--- src/rtl/uart_tx_pkg.sv ---
// Shared types and helpers for the flow-gated serial transmitter.
// Assumes a character length code of two bits, 00 meaning five data bits.
package uart_tx_pkg;

    typedef enum logic [2:0] {
        ST_IDLE,
        ST_START,
        ST_DATA,
        ST_PARITY,
        ST_STOP
    } tx_state_e;

    // Number of data bits for a length code
    function automatic logic [3:0] data_bits(input logic [1:0] len_code);
        return 4'd5 + {2'b00, len_code};
    endfunction

endpackage

--- src/rtl/tx_frame_fsm.sv ---
// Frame sequencer: start, data (LSB first), optional parity, stop.
// Counts baud pulses within each phase. Assumes format inputs stay
// stable while a frame is in flight and that load only arrives on a pulse.
module tx_frame_fsm
    import uart_tx_pkg::*;
#(
    parameter int OS = 16,
    parameter int DW = 8
) (
    input  logic          clk,
    input  logic          rst_n,
    input  logic          tick16,
    input  logic          load,
    input  logic [DW-1:0] fifo_data,
    input  logic [1:0]    char_len,
    input  logic          parity_en,
    input  logic          parity_odd,
    input  logic          stop_long,
    output logic          ser_bit,
    output logic          busy,
    output logic          stop_end,
    output logic          cts_sample
);
    localparam int CNT_W = $clog2(2 * OS + 1);
    localparam int IDX_W = $clog2(DW);

    tx_state_e         state;
    logic [CNT_W-1:0]  cnt;
    logic [IDX_W-1:0]  bit_idx;
    logic [DW-1:0]     shreg;
    logic              par_bit;
    logic [CNT_W-1:0]  stop_ticks;
    logic              phase_last;
    logic [IDX_W-1:0]  last_idx;
    logic [DW-1:0]     mask;

    // Stop period length in baud pulses
    always_comb begin
        if (!stop_long)
            stop_ticks = CNT_W'(OS);
        else if (char_len == 2'b00)
            stop_ticks = CNT_W'(OS + OS / 2);
        else
            stop_ticks = CNT_W'(2 * OS);
    end

    // Mask of the data bits that belong to the character
    always_comb begin
        for (int i = 0; i < DW; i++)
            mask[i] = (i < int'(data_bits(char_len)));
    end

    assign last_idx   = IDX_W'(data_bits(char_len) - 4'd1);
    assign phase_last = (state == ST_STOP) ? (cnt == stop_ticks - CNT_W'(1))
                                           : (cnt == CNT_W'(OS - 1));
    assign stop_end   = tick16 && (state == ST_STOP) && phase_last;
    assign cts_sample = tick16 && (state == ST_STOP)
                        && (cnt == stop_ticks - CNT_W'(OS / 2 + 1));
    assign busy       = (state != ST_IDLE);

    // Phase sequencing, pulse counting and data shifting
    always_ff @(posedge clk) begin
        if (!rst_n) begin
            state   <= ST_IDLE;
            cnt     <= '0;
            bit_idx <= '0;
            shreg   <= '0;
            par_bit <= 1'b0;
        end else if (load) begin
            state   <= ST_START;
            cnt     <= '0;
            bit_idx <= '0;
            shreg   <= fifo_data;
            par_bit <= parity_odd ^ (^(fifo_data & mask));
        end else if (tick16 && state != ST_IDLE) begin
            if (!phase_last) begin
                cnt <= cnt + CNT_W'(1);
            end else begin
                cnt <= '0;
                case (state)
                    ST_START: state <= ST_DATA;
                    ST_DATA: begin
                        shreg <= shreg >> 1;
                        if (bit_idx == last_idx)
                            state <= parity_en ? ST_PARITY : ST_STOP;
                        else
                            bit_idx <= bit_idx + IDX_W'(1);
                    end
                    ST_PARITY: state <= ST_STOP;
                    default:   state <= ST_IDLE;
                endcase
            end
        end
    end

    // Line level for the current phase
    always_comb begin
        case (state)
            ST_START:  ser_bit = 1'b0;
            ST_DATA:   ser_bit = shreg[0];
            ST_PARITY: ser_bit = par_bit;
            default:   ser_bit = 1'b1;
        endcase
    end

endmodule

--- src/rtl/tx_cts_gate.sv ---
// Start permission: live clear-to-send check while idle, and a value
// latched at the stop-period sample point for back-to-back frames.
// Assumes the sequencer raises stop_end only on a baud pulse.
module tx_cts_gate (
    input  logic clk,
    input  logic rst_n,
    input  logic tick16,
    input  logic fifo_empty,
    input  logic afe,
    input  logic cts_n,
    input  logic busy,
    input  logic stop_end,
    input  logic cts_sample,
    output logic fifo_rd,
    output logic shift_empty
);
    logic live_ok;
    logic held_ok;

    assign live_ok = !afe || !cts_n;

    // Capture permission at the sample point inside the final stop period
    always_ff @(posedge clk) begin
        if (!rst_n)
            held_ok <= 1'b0;
        else if (cts_sample)
            held_ok <= live_ok;
    end

    assign fifo_rd     = tick16 && !fifo_empty
                         && ((!busy && live_ok) || (stop_end && held_ok));
    assign shift_empty = stop_end && !fifo_rd;

endmodule

--- src/rtl/tx_line_mux.sv ---
// Output steering: break override, then loopback routing.
// Purely combinational; assumes ser_bit comes from registered state.
module tx_line_mux (
    input  logic ser_bit,
    input  logic break_en,
    input  logic loopback,
    output logic tx_out,
    output logic loop_rx
);
    logic line;

    assign line    = break_en ? 1'b0 : ser_bit;
    assign tx_out  = loopback ? 1'b1 : line;
    assign loop_rx = loopback ? line : 1'b1;

endmodule

--- src/rtl/uart_tx_flow.sv ---
// Flow-gated asynchronous serial transmitter top level.
// Pulls bytes from a show-ahead queue, frames them on 16x baud pulses,
// gates frame starts on clear-to-send when enabled, and steers the line
// through break and loopback controls.
module uart_tx_flow #(
    parameter int OS = 16,
    parameter int DW = 8
) (
    input  logic          clk,
    input  logic          rst_n,
    input  logic          tick16,
    input  logic          fifo_empty,
    input  logic [DW-1:0] fifo_data,
    output logic          fifo_rd,
    input  logic [1:0]    char_len,
    input  logic          parity_en,
    input  logic          parity_odd,
    input  logic          stop_long,
    input  logic          afe,
    input  logic          cts_n,
    input  logic          break_en,
    input  logic          loopback,
    output logic          tx_out,
    output logic          loop_rx,
    output logic          busy,
    output logic          shift_empty
);
    logic ser_bit;
    logic stop_end;
    logic cts_sample;

    tx_frame_fsm #(.OS(OS), .DW(DW)) u_fsm (
        .clk        (clk),
        .rst_n      (rst_n),
        .tick16     (tick16),
        .load       (fifo_rd),
        .fifo_data  (fifo_data),
        .char_len   (char_len),
        .parity_en  (parity_en),
        .parity_odd (parity_odd),
        .stop_long  (stop_long),
        .ser_bit    (ser_bit),
        .busy       (busy),
        .stop_end   (stop_end),
        .cts_sample (cts_sample)
    );

    tx_cts_gate u_gate (
        .clk         (clk),
        .rst_n       (rst_n),
        .tick16      (tick16),
        .fifo_empty  (fifo_empty),
        .afe         (afe),
        .cts_n       (cts_n),
        .busy        (busy),
        .stop_end    (stop_end),
        .cts_sample  (cts_sample),
        .fifo_rd     (fifo_rd),
        .shift_empty (shift_empty)
    );

    tx_line_mux u_mux (
        .ser_bit  (ser_bit),
        .break_en (break_en),
        .loopback (loopback),
        .tx_out   (tx_out),
        .loop_rx  (loop_rx)
    );

endmodule

--- config.mk ---
export PLATFORM = sky130hd
export DESIGN_NAME = uart_tx_flow
export DESIGN_NICKNAME = d
export VERILOG_FILES = /design/src/rtl/uart_tx_pkg.sv /design/src/rtl/tx_frame_fsm.sv /design/src/rtl/tx_cts_gate.sv /design/src/rtl/tx_line_mux.sv /design/src/rtl/uart_tx_flow.sv
export SDC_FILE = /design/constraint.sdc
export NUM_CORES = 1
export LEC_CHECK = 0
export BUFFER_PORTS_ARGS = -buffer_cell sky130_fd_sc_hd__clkbuf_2
export CAP_MARGIN = 10
export CORE_ASPECT_RATIO = 0.7
export CORE_UTILIZATION = 45
export DETAILED_ROUTE_END_ITERATION = 8
export PLACE_DENSITY = 0.67
export SLEW_MARGIN = 20
export SYNTH_ARGS = -nofsm -noshare
export SYNTH_HDL_FRONTEND = slang
export SYNTH_SLANG_ARGS = --single-unit
--- constraint.sdc ---
create_clock -name clk -period 3.85 [get_ports clk]
set_input_delay 1.155 -clock clk [delete_from_list [all_inputs] [get_ports clk]]
set_output_delay 1.155 -clock clk [all_outputs]
set_load 0.02 [all_outputs]
* Word-level counts from Yosys, hierarchy flattened
Index checks and enable logic that the tools add are counted.
Operators by class: reductions and logical operators 27, $lt $le $gt $ge 8, equality and inequality tests 10, mux-type cells 18, add/sub/neg operators 6, bitwise gates (word level) 4
Operators with widths (count):
- $mux W8 | 4
- $mux W6 | 3
- $lt A3 B4 Y1 const A | 4
- $eq A6 B6 Y1 | 2
- $logic_and A1 B1 Y1 | 9
- $pmux W3 S3 | 1
- $reduce_and A3 Y1 | 3
- $and A8 B8 Y8 | 1
- $lt A1 B4 Y1 const A | 2
- $lt A2 B4 Y1 const A | 2
- $reduce_xor A8 Y1 | 1
- $mux W1 | 7
- $add A6 B1 Y6 const B | 1
- $eq A3 B2 Y1 const B | 2
- $eq A6 B4 Y1 const B | 1
- $mux W3 | 2
- $reduce_bool A2 Y1 | 3
- $sub A6 B1 Y6 const B | 1
- $sub A6 B4 Y6 const B | 1
- $logic_not A1 Y1 | 5
- $add A3 B2 Y4 const A | 1
- $reduce_and A4 Y1 | 1
- $add A3 B1 Y3 const B | 1
- $eq A3 B1 Y1 const B | 1
- 12 further kinds | 14
Word-level totals: output and inout port bits 5, input bits 21, bits in registers 22

* Logic depth before layout (Yosys ltp)
Gate-level depths: netlist of the first run.
depth in word-level cells 12, mapped depth 9

* By module
A second synthesis of the first run with hierarchy kept.
Unflattened totals: cell total of the unflattened synthesis 166, area total of the unflattened synthesis 1391.3 sq um
Modules (own cells, without submodules):
- tx_frame_fsm | instances 1, area each 1290.0 sq um, cells each 154, sequential area each 420.4 sq um
- tx_cts_gate | instances 1, area each 72.6 sq um, cells each 9, sequential area each 20.0 sq um
- tx_line_mux | instances 1, area each 28.8 sq um, cells each 3, sequential area each 0.0 sq um

* Worst setup path before layout of the first run
Ideal clock, no wire load.
kind input to output, start input char_len[0], end output shift_empty, stages on the path 8, setup slack -0.049 ns, buffers on the path 2, data required time 2.695 ns, data arrival time 2.744 ns, path through clkbuf_1 > o211a_1 > o21ai_2 > and2_1 > o31a_1 > buf_6 > clkinv_2 > nor3_1
Between the ends: cells in the longest elaborated chain, start to end 12
Ends and longest elaborated chain:
- start: declaration | line uart_tx_flow.sv:15 | input logic [1:0] char_len,
- $logic_not A2 Y1 | line tx_frame_fsm.sv:41 | else if (char_len == 2'b00)
- $mux W6 | line tx_frame_fsm.sv:41
- $mux W6 | line tx_frame_fsm.sv:39 | if (!stop_long)
- $sub A6 B1 Y6 | line tx_frame_fsm.sv:54 | assign phase_last = (state == ST_STOP) ? (cnt == stop_ticks - CNT_W'(1))
- $eq A6 B6 Y1 | line tx_frame_fsm.sv:54
- $mux W1 | line tx_frame_fsm.sv:54
- $logic_and A1 B1 Y1 | line tx_frame_fsm.sv:56 | assign stop_end = tick16 && (state == ST_STOP) && phase_last;
- $logic_and A1 B1 Y1 | line tx_cts_gate.sv:31 | && ((!busy && live_ok) || (stop_end && held_ok));
- $logic_or A1 B1 Y1 | line tx_cts_gate.sv:31
- $logic_and A1 B1 Y1 | line tx_cts_gate.sv:31
- named net fifo_rd | line uart_tx_flow.sv:14 | output logic fifo_rd,
- $logic_not A1 Y1 | line tx_cts_gate.sv:32 | assign shift_empty = stop_end && !fifo_rd;
- $logic_and A1 B1 Y1 | line tx_cts_gate.sv:32
- end: declaration | line uart_tx_flow.sv:26 | output logic shift_empty
The timed path passes the listed nets, and every way through them passes these cells.

* Final worst setup path of the first run
start input stop_long, end output shift_empty
Between the ends: cells in the longest elaborated chain, start to end 10
Ends and longest elaborated chain:
- start: declaration | line uart_tx_flow.sv:18 | input logic stop_long,
- $mux W6 * | line tx_frame_fsm.sv:39
- $sub A6 B1 Y6 * | line tx_frame_fsm.sv:54
- $eq A6 B6 Y1 * | line tx_frame_fsm.sv:54
- $mux W1 * | line tx_frame_fsm.sv:54
- $logic_and A1 B1 Y1 * | line tx_frame_fsm.sv:56
- $logic_and A1 B1 Y1 | line tx_cts_gate.sv:31
- $logic_or A1 B1 Y1 | line tx_cts_gate.sv:31
- $logic_and A1 B1 Y1 | line tx_cts_gate.sv:31
- $logic_not A1 Y1 | line tx_cts_gate.sv:32
- $logic_and A1 B1 Y1 * | line tx_cts_gate.sv:32
Mark *: on every way between the ends. The rest lies on a longest branch, timed or not.

==> results.rst, run 1 <==
.. list-table::
   :header-rows: 1

   * - Metric
     - Value
   * - Number of global-route vias before repair
     - 918
   * - Most common library cell in the layout ignoring fill and taps
     - sky130_fd_sc_hd__clkbuf_2
   * - Setup crit end kind
     - primary output
   * - Hold violation total from the final report
     - 0
   * - Number of vias per cell
     - 5.34
   * - Antenna violations before repair
     - 0
   * - PortBufs
     - 25
   * - Maximum operating frequency
     - 0.266 GHz
   * - Avg Inst Size Synth
     - 8.64 um^2
   * - Sum of negative setup slack
     - 0 ns
   * - Buffers from clock root to sink, at most
     - 2
   * - Number of remaining DRC errors
     - 0
   * - Die boundary width
     - 66.6 um
   * - Worst Hold Class
     - reg -> reg
   * - Buffer and inverter count on the worst path
     - 3
   * - Minimum period implied by the final worst setup slack
     - 3.77 ns
   * - Fraction of the yosys area taken by sequential cells
     - 33.5%
   * - Number of sinks on the clock net
     - 22
   * - Number of cells produced by synthesis
     - 152
   * - Normalized max-slew margin
     - 58.9%
   * - CP max stage delay
     - 0.36 ns
   * - Overflow left after global routing
     - 0
   * - Number of cell rows
     - 15
   * - Slowest stage cell, crit path
     - sky130_fd_sc_hd__or3_4
   * - Number of top-level pins
     - 26
   * - Most common cell type on the critical path
     - sky130_fd_sc_hd__clkbuf_2
   * - Vertical die dimension
     - 47.2 um
   * - First-pass GRT wire length
     - 4350 um
   * - Clock transition at the registers of the reported paths
     - 0.08 ns
   * - Kind of critical path
     - in -> out
   * - Utilization after layout
     - 57.9%
   * - Wire per inst
     - 13.0 um
   * - Warning count from the yosys run
     - 0
   * - Hold-fix buffers, CTS
     - 0
   * - Register bit count reported by yosys
     - 22
   * - Cell Area, Synth
     - 0.00131 mm^2
   * - Kind of start point of the critical path
     - input pin
   * - Total nets after synthesis
     - 175
   * - Fraction of synthesis flops using an asynchronous set or reset pin
     - 0%
   * - Worst Tran Pin Value
     - 0.616 ns
   * - Clock tree from TritonCTS
     - built
   * - Number of failing setup endpoints in the final timing report
     - 0
   * - Gpl congestion
     - 0.820
   * - Fraction of final layout cells sized beyond drive strength 1
     - 26.0%
   * - DP HPWL
     - 2180 um
   * - Critical path peak fanout
     - 5
   * - Arrival time worst endpoint
     - 2.61 ns
   * - Commonest non-fill, non-tap cells in the layout
     - 25 x sky130_fd_sc_hd__clkbuf_2, 22 x sky130_fd_sc_hd__dfxtp_1, 15 x sky130_fd_sc_hd__nand2_1, 15 x sky130_fd_sc_hd__a21oi_1, 13 x sky130_fd_sc_hd__nor2_1
   * - Final ANT Viol Nets
     - 0
   * - Signed area change from the synthesized netlist to the final layout
     - 15.0%
   * - Slack of the critical path
     - 0.0839 ns
   * - Final-stage net count
     - 201
   * - Cell at the root of the clock tree
     - sky130_fd_sc_hd__clkbuf_8
   * - Starting utilization of the core area
     - 50.4%
   * - Post-layout total power
     - 480 uW
   * - CP top delay family
     - simple AND/OR/NAND/NOR gates
   * - Final slew viol count
     - 0
   * - Number of enable-type register cells in the synthesized netlist
     - 0
   * - Iteration count of the initial detailed-routing pass
     - 4
   * - Worst-path cell chain
     - clkbuf_2 > nor4bb_2 > or3_4 > and2_1 > o31a_1 > clkinv_2 > nor3_2 > clkbuf_2
   * - Iter 0 DRT Violations
     - 40
   * - Pin count of the biggest net entering global routing
     - 19
   * - Maximum level of the CTS H-tree
     - 1
   * - Die area
     - 0.00314 mm^2
   * - Outcome
     - complete, no violations
   * - Global-route usage over all layers
     - 19.5%
   * - VDD IR max
     - 0.227 mV
   * - Count of inserted antenna diode cells
     - 0
   * - Pre-CTS setup slack
     - 0.0850 ns
   * - Worst reg-to-reg setup slack
     - 1.32 ns
   * - CP required
     - 2.69 ns
   * - Clock buffers created by TritonCTS
     - 3
   * - Count of cell types in the netlist
     - 43
   * - Max-cap viol count
     - 0
   * - Fill cells
     - 246
   * - Pwr dens
     - 318 mW/mm^2
   * - Placeable core region
     - 0.00261 mm^2
   * - Total Wirelength
     - 2750 um
   * - Post-route clock period utilization
     - 97.8%
   * - Final clock skew
     - 0.00777 ns
   * - Vias after detailed routing
     - 1126
   * - RSZ-0062 raised after global routing
     - false
   * - CTS resizes
     - 0
   * - Leakage power figure
     - 0.000563 uW
   * - Clock insertion delay at the later pin of the skew report
     - 0.27 ns
   * - Setup repair bufs after CTS
     - 0
   * - Synth Flop Type
     - sky130_fd_sc_hd__dfxtp_1
==> final timing paths <==
check | start | end | cells after the start
worst max-delay path | stop_long | shift_empty | 8
worst min-delay path | u_fsm.bit_idx[1] | u_fsm.bit_idx[1] | 2
worst max register to register | u_fsm.state[2] | u_fsm.shreg[4] | 7
worst min register to register | u_fsm.bit_idx[1] | u_fsm.bit_idx[1] | 2
==> flip-flops by register name (all words and copies together), names as in the netlist <==
| register | count |
|---|---|
| u_fsm.state | 3 |
| u_fsm.cnt | 6 |
| u_fsm.bit_idx | 3 |
| u_fsm.par_bit | 1 |
| u_gate.held_ok | 1 |
| u_fsm.shreg | 8 |
==> synthesized netlist by cell type, types with 2 or more instances <==
cell type	number	area, um^2
sky130_fd_sc_hd__o21bai_1	3	22.5
sky130_fd_sc_hd__dfxtp_1	22	440
sky130_fd_sc_hd__nand3_1	6	30.0
sky130_fd_sc_hd__buf_6	4	45.0
sky130_fd_sc_hd__a21oi_1	15	75.1
sky130_fd_sc_hd__xor2_1	5	43.8
sky130_fd_sc_hd__nand3b_1	2	15.0
sky130_fd_sc_hd__and2_1	2	12.5
sky130_fd_sc_hd__nor2_1	13	48.8
sky130_fd_sc_hd__buf_2	3	15.0
sky130_fd_sc_hd__nand2_1	15	56.3
sky130_fd_sc_hd__inv_1	2	7.51
sky130_fd_sc_hd__o21ai_1	3	15.0
sky130_fd_sc_hd__a21boi_1	2	15.0
sky130_fd_sc_hd__o21ai_0	9	45.0
sky130_fd_sc_hd__or3_4	2	22.5
sky130_fd_sc_hd__mux2i_1	7	70.1
sky130_fd_sc_hd__xnor2_1	11	96.3
sky130_fd_sc_hd__ha_1	2	25.0
==> worst register-to-register path, stage by stage (launching register included) <==
cell and delay (ns):
sky130_fd_sc_hd__dfxtp_1 0.55, sky130_fd_sc_hd__nor4bb_2 0.43, sky130_fd_sc_hd__o21ai_2 0.10, sky130_fd_sc_hd__buf_4 0.15, sky130_fd_sc_hd__a2111oi_4 0.63, sky130_fd_sc_hd__buf_4 0.28, sky130_fd_sc_hd__mux2i_1 0.19, sky130_fd_sc_hd__a21oi_1 0.08
==> kinds of logic (layout without fill, tap and decap cells) <==
logic type	Yosys count	after routing	share of synthesized area, %
flops	22	22	33.5
mux	7	7	5.33
buf+inv	12	37	6.09
compound gates	41	41	21.0
simple gates	52	52	21.5
xor+xnor	16	16	10.7
fa+ha+maj	2	2	1.90
==> cell type report <==
type | count | area (um^2) | area share [%]
well taps | 34 | 42.5 | 2.81
repair buffers | 30 | 163 | 10.8
multi-input cells | 118 | 798 | 52.8
inverters | 3 | 12.5 | 0.828
flip-flops and latches | 22 | 440 | 29.1
clock buffers | 4 | 55.1 | 3.64
==> metal layers <==
layer / GRT usage [%] / vias up / wire length (um)
met5: 0 / - / 0
li1: - / 585 / -
met3: 5.34 / 4 / 189
met2: 28.9 / 30 / 1160
met4: 6.38 / 0 / 31
met1: 27.4 / 507 / 1370
==> metrics by stage <==
stage | std cells | hold WS (ns) | cell area (um^2)
6_report | 211 | 0.494 | 1510
5_1_grt | 211 | 0.524 | 1510
4_1_cts | 211 | 0.495 | 1510
3_5_place_dp | 207 | 0.483 | 1460
3_3_place_gp | 207 | 0.465 | 1460
2_1_floorplan | 152 | 0.453 | 1320
==> power breakdown <==
part	switching, uW	internal (uW)	total (uW)
Clock	77.5	91.4	169
Sequential	5.56	235	240
Combinational	37.9	33.3	71.2
No activity file was read; power rests on OpenSTA's default activity.
==> inputs of run 2 (changes only) <==
--- a/config.mk
+++ b/config.mk
@@ -5,12 +5,13 @@
 export SDC_FILE = /design/constraint.sdc
 export NUM_CORES = 1
 export LEC_CHECK = 0
+export ABC_AREA = 1
 export BUFFER_PORTS_ARGS = -buffer_cell sky130_fd_sc_hd__clkbuf_2
 export CAP_MARGIN = 10
 export CORE_ASPECT_RATIO = 0.7
 export CORE_UTILIZATION = 45
 export DETAILED_ROUTE_END_ITERATION = 8
-export PLACE_DENSITY = 0.67
+export PLACE_DENSITY = 0.66
 export SLEW_MARGIN = 20
 export SYNTH_ARGS = -nofsm -noshare
 export SYNTH_HDL_FRONTEND = slang
==> run 2 against run 1 <==
Critical path depth grew 5. Utilization shrank 4.7 points. Hold slack worse by 0.025 ns. Count of clock-buffer cells in the layout fell by 1. Clock skew is 0.0038 ns lower. Critical endpoint unchanged. Largest power group unchanged. Highest routed layer unchanged.
==> results.rst, run 2 <==
.. list-table::
   :header-rows: 1

   * - Metric
     - Value
   * - Kind of critical path
     - in -> out
   * - Final clock skew
     - 0.00399 ns
   * - Count of inserted antenna diode cells
     - 0
   * - Capture instance of the worst register-to-register path
     - u_fsm.cnt[2]
   * - Iteration count of the initial detailed-routing pass
     - 4
   * - Number of sinks on the clock net
     - 22
   * - Area share of the largest cell type after synthesis
     - 29.4%
   * - CP Capture Point
     - shift_empty
   * - Number of vias per cell
     - 4.93
   * - Starting utilization of the core area
     - 47.2%
   * - Sum of negative setup slack
     - 0 ns
   * - Hold-fix buffers, CTS
     - 0
   * - Wire per inst
     - 11.6 um
   * - Gpl congestion
     - 0.822
   * - Outcome
     - complete, no violations
   * - Avg Inst Size Synth
     - 6.96 um^2
   * - Die boundary width
     - 70.9 um
   * - RSZ-0062 raised after global routing
     - false
   * - Commonest non-fill, non-tap cells in the layout
     - 48 x sky130_fd_sc_hd__nand2_1, 28 x sky130_fd_sc_hd__nand3_1, 25 x sky130_fd_sc_hd__inv_1, 25 x sky130_fd_sc_hd__clkbuf_2, 22 x sky130_fd_sc_hd__dfxtp_1
   * - Post-route clock period utilization
     - 92.1%
   * - Number of top-level pins
     - 26
   * - CTS resizes
     - 0
   * - Length of routed wiring on met1
     - 1860 um
   * - Number of cells traversed by the worst register-to-register path
     - 11
   * - Pre-CTS setup slack
     - 0.311 ns
   * - First-pass GRT wire length
     - 5690 um
   * - Top post-synthesis cells by count
     - 48 x sky130_fd_sc_hd__nand2_1, 28 x sky130_fd_sc_hd__nand3_1, 25 x sky130_fd_sc_hd__inv_1
   * - Area leader, netlist
     - sky130_fd_sc_hd__dfxtp_1
   * - Cell at the root of the clock tree
     - sky130_fd_sc_hd__clkbuf_8
   * - Number of remaining DRC errors
     - 0
   * - Utilization after layout
     - 53.3%
   * - Post-synthesis simple-gate area fraction
     - 40.8%
   * - Number of placed instances, taps included
     - 277
   * - Top area cells in the synthesized netlist
     - sky130_fd_sc_hd__dfxtp_1 29%, sky130_fd_sc_hd__nand2_1 12%, sky130_fd_sc_hd__nand3_1 9.4%, sky130_fd_sc_hd__inv_1 6.3%, sky130_fd_sc_hd__a21oi_1 4.3%
   * - Fraction of synthesis flops using an asynchronous set or reset pin
     - 0%
   * - VDD IR max
     - 0.143 mV
   * - Total Wirelength
     - 3240 um
   * - Maximum operating frequency
     - 0.282 GHz
   * - Max Used Layer
     - met4
   * - PortBufs
     - 25
   * - Max-cap viol count
     - 0
   * - Xor and xnor fraction of the mapped netlist area
     - 5.85%
   * - Final slew viol count
     - 0
   * - Setup crit end kind
     - primary output
   * - Pin count of the biggest net entering global routing
     - 19
   * - Number of cells produced by synthesis
     - 215
   * - Normalized max-slew margin
     - 68.1%
   * - Placeable core region
     - 0.00317 mm^2
   * - Worst reg-to-reg setup slack
     - 1.93 ns
   * - Critical path peak fanout
     - 8
   * - Most frequent cell after synthesis
     - sky130_fd_sc_hd__nand2_1
   * - Most common library cell in the layout ignoring fill and taps
     - sky130_fd_sc_hd__nand2_1
   * - Number of global-route vias before repair
     - 1256
   * - Global-route usage over all layers
     - 20.6%
   * - Routed wl met2
     - 1250 um
   * - Maximum level of the CTS H-tree
     - 1
   * - Pwr dens
     - 277 mW/mm^2
   * - Slack of the critical path
     - 0.303 ns
   * - Synth Flop Type
     - sky130_fd_sc_hd__dfxtp_1
   * - Worst Hold Class
     - reg -> reg
   * - Final-stage net count
     - 267
   * - Fraction of the yosys area taken by sequential cells
     - 29.4%
   * - DP HPWL
     - 2580 um
   * - Kind of start point of the critical path
     - input pin
   * - Minimum period implied by the final worst setup slack
     - 3.55 ns
   * - Number of failing setup endpoints in the final timing report
     - 0
   * - Leakage power figure
     - 0.000810 uW
   * - Register name with the most flops
     - u_fsm.shreg
   * - Clock buffers created by TritonCTS
     - 3
   * - Overflow left after global routing
     - 0
   * - Biggest registers after layout
     - u_fsm.shreg x8, u_fsm.cnt x6
   * - Final ANT Viol Nets
     - 0
   * - Buffers from clock root to sink, at most
     - 2
   * - Count of cell types in the netlist
     - 34
   * - Number of cell rows
     - 17
   * - Max FFs per register
     - 8
   * - Iter 0 DRT Violations
     - 83
   * - Vertical die dimension
     - 50.2 um
   * - Final cell count without fillers
     - 280
   * - Cell Area, Synth
     - 0.00150 mm^2
   * - Setup repair bufs after CTS
     - 0
   * - Share of cell area taken by muxes after synthesis
     - 0%
   * - Clock insertion delay at the later pin of the skew report
     - 0.26 ns
   * - Signed area change from the synthesized netlist to the final layout
     - 12.8%
   * - Worst Tran Pin Value
     - 0.478 ns
   * - Hold violation total from the final report
     - 0
   * - Adder and majority gate portion of the synthesized area
     - 1.67%
   * - Die area
     - 0.00356 mm^2
   * - Worst slack on hold paths
     - 0.469 ns
   * - Routed wire length on met3
     - 114 um
   * - Clock tree from TritonCTS
     - built
   * - Origin of the worst setup path
     - char_len[0]
   * - Largest family of logic cells by synthesized area
     - simple AND/OR/NAND/NOR gates
   * - Total nets after synthesis
     - 238
   * - Vias after detailed routing
     - 1381
   * - Fill cells
     - 323
   * - Antenna violations before repair
     - 0
   * - Warning count from the yosys run
     - 0
   * - Worst r2r src
     - u_fsm.state[2]
   * - Clock transition at the registers of the reported paths
     - 0.08 ns
   * - Share of the synthesized area in compound gates (AO/OA/AOI/OAI)
     - 11.9%
   * - Arrival time worst endpoint
     - 2.39 ns
   * - Number of enable-type register cells in the synthesized netlist
     - 0
   * - Fraction of final layout cells sized beyond drive strength 1
     - 24.8%
   * - CP required
     - 2.69 ns
   * - Register bit count reported by yosys
     - 22
run 2: how the worst min path moves through the flow:
stage | from | end | slack [ns] | depth (start not counted)
after global placement | u_gate.held_ok | u_gate.held_ok | 0.46 | 2
final | u_gate.held_ok | u_gate.held_ok | 0.47 | 2
after CTS | u_gate.held_ok | u_gate.held_ok | 0.47 | 2
after floorplan | u_gate.held_ok | u_gate.held_ok | 0.43 | 2
after global routing | u_gate.held_ok | u_gate.held_ok | 0.50 | 2
after detailed placement | u_gate.held_ok | u_gate.held_ok | 0.46 | 2
run 2: cell families (layout without fill, tap and decap cells):
| group | count (synthesis) | after routing |
|---|---|---|
| simple gates | 118 | 118 |
| fa+ha+maj | 2 | 2 |
| compound gates | 29 | 29 |
| flops | 22 | 22 |
| buf+inv | 34 | 61 |
| xor+xnor | 10 | 10 |
run 2: where the power goes:
part	switching (uW)	total [uW]	leakage (uW)	internal [uW]
clock	73.1	143	0.0000216	69.9
combinational	52.4	85.4	0.000610	33.0
sequential	4.98	240	0.000179	235
total	131	468	0.000810	337
run 2: cell type report:
cell class | count | area [um^2] | share of cell area, %
clock buffer | 3 | 41.3 | 2.45
inverter | 31 | 118 | 6.97
multi-input combinational | 159 | 901 | 53.4
sequential | 22 | 440 | 26.1
tap | 38 | 47.5 | 2.82
timing repair buffer | 27 | 140 | 8.30
run 2: routing by layer:
layer / vias to the layer above / track usage, %
met5: - / 0
met4: 0 / 3.00
met3: 2 / 5.02
met2: 21 / 30.0
met1: 604 / 31.0
li1: 754 / -
run 2: critical path, stage by stage:
cell and delay, ns:
sky130_fd_sc_hd__clkbuf_2 0.10, sky130_fd_sc_hd__inv_1 0.05, sky130_fd_sc_hd__nand2_1 0.08, sky130_fd_sc_hd__nor2_1 0.17, sky130_fd_sc_hd__nand2_1 0.07, sky130_fd_sc_hd__nand2_1 0.07
sky130_fd_sc_hd__nand2_2 0.08, sky130_fd_sc_hd__nand4_2 0.11, sky130_fd_sc_hd__nand2_4 0.11, sky130_fd_sc_hd__nand2_8 0.07, sky130_fd_sc_hd__clkinv_2 0.07, sky130_fd_sc_hd__nor2_1 0.08
sky130_fd_sc_hd__clkbuf_2 0.17
run 2: through the flow:
| stage | instance area [um^2] | power (uW) |
|---|---|---|
| after floorplan | 1500 | 304 |
| after global placement | 1650 | 330 |
| after detailed placement | 1650 | 330 |
| after CTS | 1690 | 473 |
| after global routing | 1690 | 498 |
| final | 1690 | 468 |
